===== src/rtl/usb_oute_pkg.sv =====
package usb_oute_pkg;
    localparam logic [3:0] PID_OUT = 4'b0001;
    localparam logic [3:0] PID_ACK = 4'b0010;
    localparam logic [3:0] PID_NAK = 4'b1010;

    typedef enum logic [1:0] {
        ST_IDLE,
        ST_RECV,
        ST_REFUSE,
        ST_DROP
    } oute_state_e;
endpackage


===== src/rtl/usb_oute_tokchk.sv =====
module usb_oute_tokchk
    import usb_oute_pkg::*;
#(
    parameter int NUM_EP   = 4,
    parameter int ADDR_W   = 7,
    parameter int EP_IDX_W = 2
) (
    input  logic                tok_valid,
    input  logic [3:0]          tok_pid,
    input  logic [ADDR_W-1:0]   tok_addr,
    input  logic [3:0]          tok_ep,
    input  logic [ADDR_W-1:0]   dev_addr,
    input  logic [NUM_EP-1:0]   ep_en,
    output logic                hit,
    output logic [EP_IDX_W-1:0] ep_idx
);
    localparam logic [3:0] EP_LIMIT = 4'(NUM_EP);

    always_comb begin
        hit    = 1'b0;
        ep_idx = tok_ep[EP_IDX_W-1:0];
        // Token must be OUT, for this address, for an existing and enabled endpoint
        if (tok_valid && (tok_pid == PID_OUT) && (tok_addr == dev_addr)
            && (tok_ep < EP_LIMIT)) begin
            hit = ep_en[ep_idx];
        end
    end
endmodule


===== src/rtl/usb_oute_bufmem.sv =====
module usb_oute_bufmem #(
    parameter int NUM_EP   = 4,
    parameter int DEPTH    = 64,
    parameter int EP_IDX_W = 2,
    parameter int IDX_W    = 6
) (
    input  logic                clk,
    input  logic                wr_en,
    input  logic [EP_IDX_W-1:0] wr_ep,
    input  logic [IDX_W-1:0]    wr_idx,
    input  logic [7:0]          wr_byte,
    input  logic [EP_IDX_W-1:0] rd_ep,
    input  logic [IDX_W-1:0]    rd_idx,
    output logic [7:0]          rd_byte
);
    logic [7:0] bank_out [NUM_EP];

    for (genvar e = 0; e < NUM_EP; e++) begin : g_bank
        logic [7:0] bank [DEPTH];

        always_ff @(posedge clk) begin
            if (wr_en && (wr_ep == EP_IDX_W'(e))) begin
                bank[wr_idx] <= wr_byte;
            end
        end

        assign bank_out[e] = bank[rd_idx];
    end

    assign rd_byte = bank_out[rd_ep];
endmodule


===== src/rtl/usb_oute_epstat.sv =====
module usb_oute_epstat #(
    parameter int NUM_EP   = 4,
    parameter int EP_IDX_W = 2,
    parameter int LEN_W    = 7
) (
    input  logic                    clk,
    input  logic                    rst_n,
    input  logic                    commit,
    input  logic [EP_IDX_W-1:0]     commit_ep,
    input  logic [LEN_W-1:0]        commit_len,
    input  logic                    clr_valid,
    input  logic [EP_IDX_W-1:0]     clr_ep,
    input  logic                    int_rd,
    output logic [NUM_EP-1:0]       buf_full,
    output logic [NUM_EP-1:0]       ltr,
    output logic [NUM_EP-1:0]       int_bits,
    output logic [NUM_EP*LEN_W-1:0] rx_len
);
    for (genvar e = 0; e < NUM_EP; e++) begin : g_ep
        logic             full_q;
        logic             ltr_q;
        logic             int_q;
        logic [LEN_W-1:0] len_q;
        logic             set_e;
        logic             clr_e;

        assign set_e = commit && (commit_ep == EP_IDX_W'(e));
        assign clr_e = clr_valid && (clr_ep == EP_IDX_W'(e));

        always_ff @(posedge clk) begin
            if (!rst_n) begin
                full_q <= 1'b0;
                ltr_q  <= 1'b0;
                len_q  <= '0;
            end else if (set_e) begin
                full_q <= 1'b1;
                ltr_q  <= 1'b1;
                len_q  <= commit_len;
            end else if (clr_e) begin
                full_q <= 1'b0;
                ltr_q  <= 1'b0;
            end
        end

        // A new event wins over a read in the same cycle
        always_ff @(posedge clk) begin
            if (!rst_n) begin
                int_q <= 1'b0;
            end else if (set_e) begin
                int_q <= 1'b1;
            end else if (int_rd) begin
                int_q <= 1'b0;
            end
        end

        assign buf_full[e]              = full_q;
        assign ltr[e]                   = ltr_q;
        assign int_bits[e]              = int_q;
        assign rx_len[e*LEN_W +: LEN_W] = len_q;
    end
endmodule


===== src/rtl/usb_oute_ctrl.sv =====
module usb_oute_ctrl
    import usb_oute_pkg::*;
#(
    parameter int NUM_EP    = 4,
    parameter int BUF_DEPTH = 64,
    parameter int ADDR_W    = 7,
    localparam int EP_IDX_W = $clog2(NUM_EP),
    localparam int IDX_W    = $clog2(BUF_DEPTH),
    localparam int LEN_W    = $clog2(BUF_DEPTH + 1)
) (
    input  logic                    clk,
    input  logic                    rst_n,
    input  logic [ADDR_W-1:0]       dev_addr,
    input  logic [NUM_EP-1:0]       ep_en,
    input  logic [NUM_EP-1:0]       ep_iso,
    input  logic                    tok_valid,
    input  logic [3:0]              tok_pid,
    input  logic [ADDR_W-1:0]       tok_addr,
    input  logic [3:0]              tok_ep,
    input  logic                    rx_valid,
    input  logic [7:0]              rx_byte,
    input  logic                    rx_eop_ok,
    input  logic                    rx_eop_err,
    output logic                    hs_valid,
    output logic [3:0]              hs_pid,
    output logic [NUM_EP-1:0]       int_reg,
    input  logic                    int_rd,
    output logic                    irq,
    output logic [NUM_EP-1:0]       buf_full,
    output logic [NUM_EP-1:0]       ltr,
    input  logic                    clr_valid,
    input  logic [EP_IDX_W-1:0]     clr_ep,
    input  logic [EP_IDX_W-1:0]     rd_ep,
    input  logic [IDX_W-1:0]        rd_idx,
    output logic [7:0]              rd_byte,
    output logic [NUM_EP*LEN_W-1:0] rx_len
);
    localparam logic [LEN_W-1:0] LEN_MAX = LEN_W'(BUF_DEPTH);

    oute_state_e         state_q, state_d;
    logic                tok_hit;
    logic [EP_IDX_W-1:0] tok_idx;
    logic [EP_IDX_W-1:0] cur_ep_q;
    logic [LEN_W-1:0]    cnt_q;
    logic                eop_any;
    logic                wr_en;
    logic                commit;
    logic                cur_iso;

    usb_oute_tokchk #(
        .NUM_EP   (NUM_EP),
        .ADDR_W   (ADDR_W),
        .EP_IDX_W (EP_IDX_W)
    ) u_tokchk (
        .tok_valid (tok_valid),
        .tok_pid   (tok_pid),
        .tok_addr  (tok_addr),
        .tok_ep    (tok_ep),
        .dev_addr  (dev_addr),
        .ep_en     (ep_en),
        .hit       (tok_hit),
        .ep_idx    (tok_idx)
    );

    assign eop_any = rx_eop_ok || rx_eop_err;
    assign cur_iso = ep_iso[cur_ep_q];
    assign wr_en   = (state_q == ST_RECV) && rx_valid && (cnt_q != LEN_MAX);
    assign commit  = (state_q == ST_RECV) && rx_eop_ok;

    // Next-state logic
    always_comb begin
        state_d = state_q;
        unique case (state_q)
            ST_IDLE: begin
                if (tok_hit) begin
                    state_d = buf_full[tok_idx] ? ST_REFUSE : ST_RECV;
                end
            end
            ST_RECV: begin
                if (eop_any) begin
                    state_d = ST_IDLE;
                end else if (rx_valid && (cnt_q == LEN_MAX)) begin
                    state_d = ST_DROP;
                end
            end
            ST_REFUSE: begin
                if (eop_any) state_d = ST_IDLE;
            end
            ST_DROP: begin
                if (eop_any) state_d = ST_IDLE;
            end
            default: state_d = ST_IDLE;
        endcase
    end

    // State register
    always_ff @(posedge clk) begin
        if (!rst_n) state_q <= ST_IDLE;
        else        state_q <= state_d;
    end

    // Registered outputs and datapath
    always_ff @(posedge clk) begin
        if (!rst_n) begin
            cur_ep_q <= '0;
            cnt_q    <= '0;
            hs_valid <= 1'b0;
            hs_pid   <= 4'b0000;
        end else begin
            hs_valid <= 1'b0;
            if ((state_q == ST_IDLE) && tok_hit) begin
                cur_ep_q <= tok_idx;
                cnt_q    <= '0;
            end else if (wr_en) begin
                cnt_q <= cnt_q + 1'b1;
            end
            if (rx_eop_ok && !cur_iso) begin
                if (state_q == ST_RECV) begin
                    hs_valid <= 1'b1;
                    hs_pid   <= PID_ACK;
                end else if (state_q == ST_REFUSE) begin
                    hs_valid <= 1'b1;
                    hs_pid   <= PID_NAK;
                end
            end
        end
    end

    usb_oute_bufmem #(
        .NUM_EP   (NUM_EP),
        .DEPTH    (BUF_DEPTH),
        .EP_IDX_W (EP_IDX_W),
        .IDX_W    (IDX_W)
    ) u_bufmem (
        .clk     (clk),
        .wr_en   (wr_en),
        .wr_ep   (cur_ep_q),
        .wr_idx  (cnt_q[IDX_W-1:0]),
        .wr_byte (rx_byte),
        .rd_ep   (rd_ep),
        .rd_idx  (rd_idx),
        .rd_byte (rd_byte)
    );

    usb_oute_epstat #(
        .NUM_EP   (NUM_EP),
        .EP_IDX_W (EP_IDX_W),
        .LEN_W    (LEN_W)
    ) u_epstat (
        .clk        (clk),
        .rst_n      (rst_n),
        .commit     (commit),
        .commit_ep  (cur_ep_q),
        .commit_len (cnt_q),
        .clr_valid  (clr_valid),
        .clr_ep     (clr_ep),
        .int_rd     (int_rd),
        .buf_full   (buf_full),
        .ltr        (ltr),
        .int_bits   (int_reg),
        .rx_len     (rx_len)
    );

    assign irq = |int_reg;
endmodule


===== config.mk =====
export PLATFORM = sky130hd
export DESIGN_NAME = usb_oute_ctrl
export DESIGN_NICKNAME = d
export VERILOG_FILES = /design/src/rtl/usb_oute_pkg.sv /design/src/rtl/usb_oute_tokchk.sv /design/src/rtl/usb_oute_bufmem.sv /design/src/rtl/usb_oute_epstat.sv /design/src/rtl/usb_oute_ctrl.sv
export SDC_FILE = /design/constraint.sdc
export NUM_CORES = 2
export LEC_CHECK = 0
export ABC_AREA = 0
export BUFFER_PORTS_ARGS = -buffer_cell sky130_fd_sc_hd__buf_4
export CAP_MARGIN = 20
export CORE_ASPECT_RATIO = 2
export CORE_UTILIZATION = 63
export DETAILED_ROUTE_END_ITERATION = 8
export PLACE_DENSITY = 0.79
export SLEW_MARGIN = 20
export SYNTH_ARGS = -nofsm -noshare
export SYNTH_HDL_FRONTEND = slang
export SYNTH_HIERARCHICAL = 1
export SYNTH_SLANG_ARGS = --single-unit

===== constraint.sdc =====
create_clock -name clk -period 3.2 [get_ports clk]
set_input_delay 0.48 -clock clk [delete_from_list [all_inputs] [get_ports clk]]
set_output_delay 0.48 -clock clk [all_outputs]
set_load 0.05 [all_outputs]

Yosys cells after proc, flatten, opt, wreduce, memory -nomap -nowiden
Memories as Yosys holds them, arrays and structs flattened.
Cells that the tools add are included.
{"block": "totals", "mem_bits_ro": 0, "ff_bits": 52, "mem_bits_rw": 2048, "latch_bits": 0, "inputBits": 56, "memories": 4}
{"block": "op_classes", "magnitude_cmp": 4, "div": 0, "reduce_logical": 41, "add_sub_neg": 1, "shift": 0, "mux": 41, "n_eq_ne": 16, "n_bitwise": 2, "n_mul": 0}
{"memory": "u_bufmem.g_bank[0].bank", "depth": 64, "word_bits": 8, "rd": 1, "rd_ports_with_merged_regs": 0, "write_ports": 1, "line": "usb_oute_bufmem.sv:19", "text": "logic [7:0] bank [DEPTH];"}
{"memory": "u_bufmem.g_bank[1].bank", "depth": 64, "word_bits": 8, "rd": 1, "rd_ports_with_merged_regs": 0, "write_ports": 1, "line": "usb_oute_bufmem.sv:19"}
{"memory": "u_bufmem.g_bank[2].bank", "depth": 64, "word_bits": 8, "rd": 1, "rd_ports_with_merged_regs": 0, "write_ports": 1, "line": "usb_oute_bufmem.sv:19"}
{"memory": "u_bufmem.g_bank[3].bank", "depth": 64, "word_bits": 8, "rd": 1, "rd_ports_with_merged_regs": 0, "write_ports": 1, "line": "usb_oute_bufmem.sv:19"}
{"cell": "1-bit 2-to-1 mux", "count": 27}
{"cell": "1-bit logical AND", "count": 21}
{"cell": "2-bit nonzero test", "count": 9}
{"cell": "8-bit binary-select mux with 2-bit select", "count": 1}
{"cell": "8-bit 2-to-1 mux", "count": 2}
{"cell": "2-bit == test (second input constant)", "count": 6}
{"cell": "2-bit 2-to-1 mux", "count": 5}
{"cell": "4-bit 2-to-1 mux", "count": 2}
{"cell": "7-bit by 1-bit adder with 7-bit output (second input constant)", "count": 1}
{"cell": "7-bit == test", "count": 1}
{"cell": "7-bit == test (second input constant)", "count": 1}
{"cell": "7-bit inequality test (second input constant)", "count": 1}
{"cell": "1-bit binary-select mux with 2-bit select", "count": 3}
{"cell": "2-bit by 1-bit == test with 1-bit output (second input constant)", "count": 3}
{"cell": "2-bit zero test", "count": 3}
{"cell": "2-bit by 3-bit < comparator with 1-bit output (second input constant)", "count": 2}
{"cell": "2-bit one-hot mux with 3 select lines", "count": 1}
{"cell": "4-bit by 1-bit == test with 1-bit output (second input constant)", "count": 1}
{"cell": "4-bit by 3-bit < comparator with 1-bit output (second input constant)", "count": 1}
{"cell": "2-bit AND reduction", "count": 2}
{"cell": "2-bit OR reduction", "count": 2}
{"cell": "4-bit OR reduction", "count": 1}
{"cell": "3-bit greater-or-equal comparator (second input constant)", "count": 1}
{"cell": "3-bit inequality test (second input constant)", "count": 1}
{"cell": "7 further kinds", "count": 7}

Depth between registers and ports, before layout
{"block": "logic_depth", "word_depth": 7, "ltp_mapped": 12, "depth_no_buf": 7}

Cells and area by module
Netlist, hierarchy kept.
{"mod": "usb_oute_bufmem", "n_inst": 1, "area_each_um2": 79911.6, "cells_each": 3810}
{"mod": "usb_oute_epstat", "n_inst": 1, "area_each_um2": 1446.4, "cells_each": 144}
{"mod": "usb_oute_ctrl", "n_inst": 1, "area_each_um2": 827.0, "cells_each": 92}
{"mod": "usb_oute_tokchk", "n_inst": 1, "area_each_um2": 151.4, "cells_each": 16}

Worst setup path after synthesis
OpenSTA, ideal clock, no wires.
{"block": "synth_timing", "kind": "input to output", "startpoint": "input rd_idx[0]", "endpoint": "output rd_byte[6]", "path_slack_ns": -0.737, "stages": 11, "arrival_time_ns": 3.457, "n_path_buf": 5, "required_ns": 2.720, "cell_sequence": "buf_6 -> buf_12 -> buf_12 -> buf_12 -> buf_12 -> mux2i_1 -> o221ai_1 -> a21oi_1 -> o32ai_1 -> nor3_1 -> nor4_1"}
{"block": "synth_between", "elab_chain_cells": 4, "word_cells_on_any_way": 7}
{"element": "from (decl)", "line": "usb_oute_ctrl.sv:34", "text": "input logic [IDX_W-1:0] rd_idx,"}
{"element": "memory 64 x 8 bit"}
{"element": "8-bit binary-select mux with 2-bit select (*)", "line": "usb_oute_bufmem.sv:30", "text": "assign rd_byte = bank_out[rd_ep];"}
{"element": "8-bit 2-to-1 mux (not written as such) (*) (2 in a row)", "line": "usb_oute_bufmem.sv:30"}
{"element": "to (decl)", "line": "usb_oute_ctrl.sv:35", "text": "output logic [7:0] rd_byte,"}
Every way passes the cells marked *; elsewhere a longest branch is shown, timed or not. The select of a mux whose other input is x is not followed.

Final worst setup path
{"block": "layout_timing", "startpoint": "input rd_idx[1]", "endpoint": "output rd_byte[6]"}
Same word-level chain as after synthesis.

==> summary.md <==
| Metric | Value |
|---|---|
| Die H | a little over 500 um |
| Ys Warns | 6 |
| CTS tree | built |
| Largest family of logic cells by synthesized area | multiplexers |
| Highest Clock Rate | between 0.2 and 0.3 GHz |
| Worst Setup Start Kind | input pin |
| Clock Path Buffers | 3 |
| Final WL | 241000 um |
| Hold crit path type | input pin to flop |
| Gp weighted congestion | between 0.9 and 1 |
| Leak Pwr | 31.8 nW |
| DR WL/cell | 36.3 um |
| First-pass GRT wire length | 338000 um |
| Final Hold Fails | 0 |
| Clk sinks | 2098 |
| Data required, critical path | approximately 2.7 ns |
| Total Routing Usage GR | 0.368 |
| Initial antenna violation count | 5 |
| RSZ-0062 raised after global routing | yes |
| Combinational power share | 0.076 |
| Switching share of power | 0.221 |
| Yosys top cell area share | 0.747 |
| Post-route insts no fill | approximately 6600 |
| Die X | between 200 and 300 um |
| TNS Setup | -3.65 ns |
| Max-slew violations | 0 |
| Antenna Nets Post-Route | 0 |
| I/O Buffers | approximately 110 |
| Synth top area cells | edfxtp_1 75%, mux4_2 10%, mux2i_1 2.2%, mux4_1 2.1%, a22oi_1 1.3% |
| Multiplexer share of the synthesized area | 0.146 |
| Fin crit period | around 3.7 ns |
| Synth Flop Type | edfxtp_1 |
| Fraction of layout cells with a size suffix above 1 | 0.320 |
| Root Buffer | clkbuf_16 |
| Net Sw Power | 0.0121 W |
| Top-count cell post-synth | edfxtp_1 |
| Final setup fails | 8 |
| CORE AREA | 130000 um2 |
| Vias per std cell | ~7.1 |
| Clock H-tree levels | 4 |
| Initial Utilization | 0.635 |
| Synthesized area per cell | a little over 20 um2 |
| IO Pins | 110 |
| Overall Power | roughly 0.054 W |
| Max-cap violations | 0 |
| Largest net degree at the start of global routing | 100 |
| DRC | 0 |
| Slew HR | 0.264 |
| Post-Synthesis Cells | 4062 |
| Final worst slack | -0.525 ns |
| Adder-Cell Fraction of Synth Area | 0.00106 |
| Outcome | finished with violations |
| Post-synth top area cell | edfxtp_1 |
| Clock transition at path regs | 0.07 ns |
| Pwr dens | between 500 and 600 nW/um2 |
| Synth cell count leaders | 2048 x edfxtp_1, 370 x mux4_2, 292 x nor2_1, 185 x mux2i_1, 150 x nand2_1 |
| Internal | 0.0424 W |
| Gr ovfl total | 0 |
| Fillers | between 6000 and 7000 |
| Skew final | about 0.031 ns |
| CTS Buf Count | between 150 and 200 |
| Crit Path Max Fanout | 18 |
| Final net count | around 4900 |
| Vias in the first global route | 48126 |
| Final hold slack | 0.0325 ns |
| Kind of critical path | input pin to primary output |
| Failing checks | negative setup slack |
| Router iterations before antenna repair | 7 |
| Clock Power Share | 0.370 |
| Via count | about 47000 |
| Number of synthesized register bits | ~2100 |
| Flop pwr share | 0.554 |
| Rows | 187 |
| Compound-cell area share of the yosys netlist | 0.0367 |
| Synth async-reset ratio | 0 |
| Placed insts | ~6300 |
| Period utilisation layout | 1.16 |
| Simple-gate area share of the yosys netlist | 0.0339 |
| Worst path arrival time | around 3.3 ns |
| Layout area overhead | 16.8% |
| Clock Latency Late Sink | slightly above 0.8 ns |
| Core Util, Final | 0.742 |
| Synth Cell Area | around 82000 um2 |
| Sequential area share after synthesis | 0.759 |
| Worst vdd ir | ~0.63 mV |
| Netlist cell types | 76 |
| CP Capture Type | primary output |
| Die area | 132000 um2 |
| Detailed placement HPWL | around 150000 um |
| Worst Max-Slew Pin Slew | roughly 1.1 ns |
| Initial DRC count | 6652 |
| Number of flops mapped to enable cells by yosys | slightly above 2000 |
| Xor and xnor fraction of the mapped netlist area | 0.00157 |
[worst max-delay path: stages]
cell and delay (ns):
buf_12 0.17, buf_12 0.18, buf_12 0.17, buf_12 0.17, mux4_2 0.32, o22ai_1 0.12
o31ai_1 0.36, buf_4 0.20, nand4_1 0.26, nor4_4 0.54, buf_6 0.22
[routing by layer]
layer,GRT usage,wire [um],vias to the layer above
met5,0,28,-
met4,0.327,26600,4
met3,0.0816,23800,1126
met2,0.617,121000,3938
met1,0.388,69300,23737
li1,-,-,18211
[registers in the layout, summed over array words and instances, names as in the netlist]
name	count
u_bufmem/g_bank.bank	2048
u_epstat/g_ep.len_q	28
cnt_q	7
u_epstat/g_ep.int_q	4
u_epstat/g_ep.ltr_q	4
cur_ep_q	2
hs_pid	2
state_q	2
hs_valid	1
[cell families (layout without fill, tap and decap cells)]
logic type	Yosys count	after routing
flip-flops	2098	2098
multiplexers	629	629
AND/OR/NAND/NOR	619	619
AO/OA/AOI/OAI	429	429
buffers and inverters	266	1122
XOR/XNOR	13	13
adder cells (fa/ha/maj)	7	7
other	1	6
[through the flow]
stage	cell area [um2]	setup WS, ns
CTS	95900	-0.472
finish	96200	-0.525
floorplan	82400	-0.169
global route	96200	-0.519
global placement	89700	-1.08
detailed placement	89700	-0.857
[path summary, 6_finish.rpt]
check,startpoint,endpoint,slack (ns),depth (start not counted)
max,rd_idx[1],rd_byte[6],-0.53,11
min reg2reg,u_epstat/g_ep[0].len_q[6]$_SDFFE_PN0P_,u_epstat/g_ep[0].len_q[6]$_SDFFE_PN0P_,0.46,2
min,clr_ep[0],u_epstat/g_ep[1].ltr_q$_SDFFE_PN0P_,0.03,3
max reg2reg,state_q[1]$_SDFFE_PN0P_,u_bufmem/g_bank[2].bank[24][6]$_DFFE_PP_,0.15,9
[cell usage in the layout, fill, tap and decap left out, types with 15 or more instances in the layout]
cell type  count
mux4_1        59
o221ai_1      36
mux4_2       376
clkinv_2      29
nor3_1        19
nand3_1       16
clkbuf_16    167
edfxtp_1    2048
a22oi_2       22
dfxtp_1       50
buf_6         24
nand2_1      150
a21oi_1       78
mux2i_1      183
a21oi_2       15
nor2_1       290
o22ai_1       44
buf_4        694
a22oi_1      125
clkinv_1      17
buf_12        68
clkbuf_1      42
[power groups by stage]
stage	logic [W]	clock network, W	registers [W]
floorplan	0.00182	0	0.0308
global placement	0.00360	0	0.0308
detailed placement	0.00370	0	0.0308
CTS	0.00397	0.0202	0.0302
global route	0.00420	0.0211	0.0302
finish	0.00413	0.0202	0.0302
[area by class of cell]
class	count	area (um2)	share of cell area
Timing Repair Buffer	819	7510	0.0781
Tap cell	1701	2130	0.0221
Clock buffer	214	4400	0.0457
Inverter	9	33.8	0.000351
Multi-Input combinational cell	1699	18800	0.196
Antenna cell	4	10.0	0.000104
Sequential cell	2098	62500	0.650
Clock inverter	80	774	0.00805
[repair_timing]
action                                  4_1_cts  5_1_grt
endpoints found under the hold margin         9        0
gates cloned                                  6        0
gates resized for setup                     142       38
hold buffers                                  6        0
setup buffers                                11        9
pin swaps                                    47       21
endpoints found under the setup margin        8        8
No activity file was read; power rests on OpenSTA's default activity.
